`src/rtl/fsr_pkg.sv`:
```
`timescale 1ns/1ps
package fsr_pkg;

    localparam int STATUS_W = 32;
    localparam int CC_W     = 4;
    localparam int EXC_W    = 8;
    localparam int ACC_W    = 5;

    // Least significant bit of each live field inside the status word
    localparam int CC_LSB   = 24;
    localparam int EXC_LSB  = 8;
    localparam int ACC_LSB  = 3;

    localparam logic [STATUS_W-1:0] LIVE_MASK =
        (((STATUS_W)'(1) << CC_W)  - 1) << CC_LSB  |
        (((STATUS_W)'(1) << EXC_W) - 1) << EXC_LSB |
        (((STATUS_W)'(1) << ACC_W) - 1) << ACC_LSB;

    typedef struct packed {
        logic neg;
        logic zero;
        logic inf;
        logic nan;
    } cc_t;

    typedef struct packed {
        logic unord;
        logic in_nan;
        logic op_err;
        logic ovf;
        logic unf;
        logic div0;
        logic inexact;
        logic denorm;
    } exc_t;

    typedef struct packed {
        logic invalid;
        logic ovf;
        logic unf;
        logic div0;
        logic inexact;
    } acc_t;

    typedef struct packed {
        cc_t  cc;
        exc_t exc;
        acc_t acc;
    } fields_t;

    // Merge one operation's exceptions into the sticky field
    function automatic acc_t fold(input acc_t prev, input exc_t e);
        acc_t n;
        n.invalid = prev.invalid | e.unord | e.in_nan | e.op_err;
        n.ovf     = prev.ovf     | e.ovf;
        n.unf     = prev.unf     | (e.unf & e.inexact);
        n.div0    = prev.div0    | e.div0;
        n.inexact = prev.inexact | e.inexact;
        return n;
    endfunction

    function automatic logic [STATUS_W-1:0] pack(input fields_t f);
        logic [STATUS_W-1:0] w;
        w = '0;
        w[CC_LSB  +: CC_W]  = f.cc;
        w[EXC_LSB +: EXC_W] = f.exc;
        w[ACC_LSB +: ACC_W] = f.acc;
        return w;
    endfunction

endpackage

```
`src/rtl/fsr_field_reg.sv`:
```
`timescale 1ns/1ps
module fsr_field_reg #(
    parameter int W = 8
) (
    input  logic         clk,
    input  logic         rst,
    input  logic         load,
    input  logic [W-1:0] d,
    output logic [W-1:0] q
);

    always_ff @(posedge clk) begin
        if (rst)       q <= '0;
        else if (load) q <= d;
    end

endmodule

```
`src/rtl/fsr_accrue.sv`:
```
`timescale 1ns/1ps
module fsr_accrue
    import fsr_pkg::*;
(
    input  logic clk,
    input  logic rst,
    input  logic sw_load,
    input  acc_t sw_val,
    input  logic op_load,
    input  exc_t op_exc,
    output acc_t q
);

    acc_t nxt;

    always_comb begin
        nxt = q;
        if (sw_load)      nxt = sw_val;
        else if (op_load) nxt = fold(q, op_exc);
    end

    always_ff @(posedge clk) begin
        if (rst) q <= '0;
        else     q <= nxt;
    end

endmodule

```
`src/rtl/fpu_status_unit.sv`:
```
`timescale 1ns/1ps
module fpu_status_unit
    import fsr_pkg::*;
(
    input  logic                clk,
    input  logic                rst,
    input  logic                sw_we,
    input  logic [STATUS_W-1:0] sw_wdata,
    input  logic                op_valid,
    input  logic [CC_W-1:0]     op_cc,
    input  logic [EXC_W-1:0]    op_exc,
    output logic [STATUS_W-1:0] status
);

    fields_t wr_f;
    fields_t cur;
    logic    live_load;
    cc_t     cc_d;
    exc_t    exc_d;
    logic    unused_rsvd;

    always_comb begin
        wr_f.cc  = cc_t'(sw_wdata[CC_LSB  +: CC_W]);
        wr_f.exc = exc_t'(sw_wdata[EXC_LSB +: EXC_W]);
        wr_f.acc = acc_t'(sw_wdata[ACC_LSB +: ACC_W]);
    end

    assign unused_rsvd = ^(sw_wdata & ~LIVE_MASK);

    // Software write has priority over an operation in the same cycle
    assign live_load = sw_we | op_valid;
    assign cc_d      = sw_we ? wr_f.cc  : cc_t'(op_cc);
    assign exc_d     = sw_we ? wr_f.exc : exc_t'(op_exc);

    fsr_field_reg #(.W(CC_W)) u_cc (
        .clk  (clk),
        .rst  (rst),
        .load (live_load),
        .d    (cc_d),
        .q    (cur.cc)
    );

    fsr_field_reg #(.W(EXC_W)) u_exc (
        .clk  (clk),
        .rst  (rst),
        .load (live_load),
        .d    (exc_d),
        .q    (cur.exc)
    );

    fsr_accrue u_acc (
        .clk     (clk),
        .rst     (rst),
        .sw_load (sw_we),
        .sw_val  (wr_f.acc),
        .op_load (op_valid),
        .op_exc  (exc_t'(op_exc)),
        .q       (cur.acc)
    );

    assign status = pack(cur);

endmodule

```
`config.mk`:
```
export PLATFORM = sky130hd
export DESIGN_NAME = fpu_status_unit
export DESIGN_NICKNAME = d
export VERILOG_FILES = /design/src/rtl/fsr_pkg.sv /design/src/rtl/fsr_field_reg.sv /design/src/rtl/fsr_accrue.sv /design/src/rtl/fpu_status_unit.sv
export SDC_FILE = /design/constraint.sdc
export NUM_CORES = 1
export LEC_CHECK = 0
export CAP_MARGIN = 10
export CORE_ASPECT_RATIO = 0.6
export CORE_MARGIN = 5
export CORE_UTILIZATION = 33
export CTS_CLUSTER_DIAMETER = 100
export DETAILED_ROUTE_END_ITERATION = 8
export GPL_TIMING_DRIVEN = 0
export PLACE_DENSITY_LB_ADDON = 0.3
export SYNTH_ARGS = -nofsm -noshare
export SYNTH_HDL_FRONTEND = slang
export SYNTH_SLANG_ARGS = --single-unit
```
`constraint.sdc`:
```
create_clock -name clk -period 2 [get_ports clk]
set_input_delay 0.4 -clock clk [delete_from_list [all_inputs] [get_ports clk]]
set_output_delay 0.4 -clock clk [all_outputs]
set_load 0.005 [all_outputs]
```
==> results.yml <==
power:
  p_leak_nw: 0.649
  power_uw: 862
  irDropWorstVdd_v: 0.000367
  p_per_area_nw_per_um2: 572
cells_and_area:
  fin_nets: 207
  mostFrequentLayoutCells: "clkdlybuf4s50_1, dfxtp_1, nor2b_1"
  fin_area_um2: 1510
  final_core_util_pct: 59.0
  area_growth_pct: 67.8
  layout-drive-gt1-share_pct: 14.6
  antenna_cells: 0
  fillers: 220
  mostFrequentLayoutCell: "clkdlybuf4s50_1"
setup_path:
  cp-start-kind: "flip-flop"
  critical_path_class: "reg -> out"
  cp_max_fo: 2
  max_stage_delay_ns: 0.52
  worstPathBufferInverterCount: 1
  critPathTopFamily: "buffers and inverters"
  crit_arrival_ns: 1.12
  critPathSlowestCell: "clkdlybuf4s50_1"
  cp.required_ns: 1.60
  setup.worst_path.end_class: "output pin"
  crit_chain: "clkdlybuf4s50_1"
routing:
  routed_wl_mm: 2.40
  viasPerCell: 4.39
  wire_per_inst_um: 12.6
  drt_first_iter_violations: 13
  route.detailed.drc: 0
  first_pass_iters: 4
  antenna_left: 0
  num_vias: 834
clock_network:
  cts_buffer_depth: 2
  clk_latency_ns: 0.25
  cts_max_level: 1
  cts_setup_buffers: 0
  cts_made_buffers: 3
  cts_sinks: 17
  clk_pin_slew_worst_paths_ns: 0.07
  root_buffer: "clkbuf_8"
  cts_resized: 0
  cts_tree: "yes"
  cts-hold-fix-buffers: 0
yosys:
  postSynthCellCount: 93
  synth_area_per_cell_um2: 9.66
  ys_warn_count: 0
  ys_ff_latch: 17
  ys_types: 18
  synth_seq_area_share_pct: 37.9
  syn-cell-area_um2: 898
global_route:
  overflow: 0
  grt_max_degree: 11
  gr-usage-all-layers_pct: 13.1
  grt_pass1_vias: 898
  antenna_found_initial: 0
  grt_pass1_wl_mm: 4.17
job:
  drv_cap: 0
place:
  portBuffers: 47
  place_area_um2: 1460
  place.gp.congestion: 0.692
  dp_hpwl_mm: 1.91
sta:
  clock.fmax_ghz: 0.659
  skew_ns: 0
  timing.final.setup_violations: 0
  whs_ns: 0.433
  post-route-period-util_pct: 75.9
  slew_viol_final: 0
  final.setup.tns_ns: 0
  worstMarginPinSlew_ns: 0.513
  rsz0062_at_grt: "no"
  final-hold-violation-count: 0
  slew_headroom_pct: 65.8
  fin_crit_ns: 1.52
status:
  outcome: "completed"
floorplan:
  coreArea_um2: 2560
  io_pins: 80
  die_h_um: 50.4
  start_util_pct: 35.1
  die_x_um: 77.4
  dieArea_um2: 3900
  fp-row-count: 14
hold_path:
  worstHoldPathType: "in -> reg"
==> synthesized netlist by cell type, drive strengths merged <==
| cell type | n | share of area, % |
|---|---|---|
| a211oi | 15 | 13 |
| a221oi | 1 | 0.98 |
| a311oi | 1 | 0.98 |
| buf | 19 | 17 |
| clkbuf | 3 | 1.4 |
| conb | 1 | 0.42 |
| dfxtp | 17 | 38 |
| inv | 2 | 0.84 |
| mux2i | 12 | 13 |
| nor2 | 1 | 0.42 |
| nor2b | 16 | 11 |
| nor3 | 4 | 2.2 |
| o31ai | 1 | 0.84 |
==> layer usage <==
metal	wire length (um)	vias up	track usage (%)
met5	0	-	0
met4	0	0	1.71
met3	245	0	6.61
met2	1020	39	20.1
met1	1130	369	17.1
li1	-	426	-
==> stage by stage <==
stage                     worst slack (ns)  instances
after global placement               0.364        186
after floorplan                      0.906        107
after CTS                            0.475        190
final                                0.482        190
after detailed placement             0.314        186
after global routing                 0.420        190
==> kinds of logic (layout without fill, tap and decap cells) <==
logic type,Yosys count,after routing,synth area share (%)
compound gates,18,18,15.3
buf+inv,24,75,19.2
flops,17,17,37.9
mux,12,12,13.4
other cells,1,15,0.417
simple gates,21,21,13.8
==> path summary, 6_finish.rpt <==
check | cells past startpoint | end | slack [ns] | from
min | 2 | u_exc.q[7] | 0.43 | rst
min reg2reg | 2 | u_acc.q[4] | 0.55 | u_acc.q[4]
max reg2reg | 2 | u_cc.q[1] | 1.24 | u_cc.q[1]
max | 1 | status[10] | 0.48 | u_exc.q[2]
==> worst reg2reg max path, stage by stage (launching register included) <==
cell	delay, ns
dfxtp_1	0.34
mux2i_1	0.07
a211oi_1	0.26
==> final cells by class <==
type	instances	area, um2	area share [%]
flip-flops and latches	17	340	22.6
clock inverters	1	5.00	0.332
plain buffers	22	165	11.0
multi-input cells	66	438	29.0
clock buffers	3	41.3	2.74
well taps	32	40.0	2.66
repair buffers	47	470	31.2
inverters	2	7.51	0.498
==> report_power, final <==
| group | internal, mW | total (mW) | switching (mW) |
|---|---|---|---|
| combinational | 0.152 | 0.229 | 0.0771 |
| clock | 0.138 | 0.255 | 0.117 |
| sequential | 0.365 | 0.378 | 0.0129 |
==> sequential cells by signal, summed over array words and instances, names as in the netlist <==
name	flops
u_exc.q	8
u_cc.q	4
u_acc.q	5
Note: power is estimated with default switching activity, not from simulation.
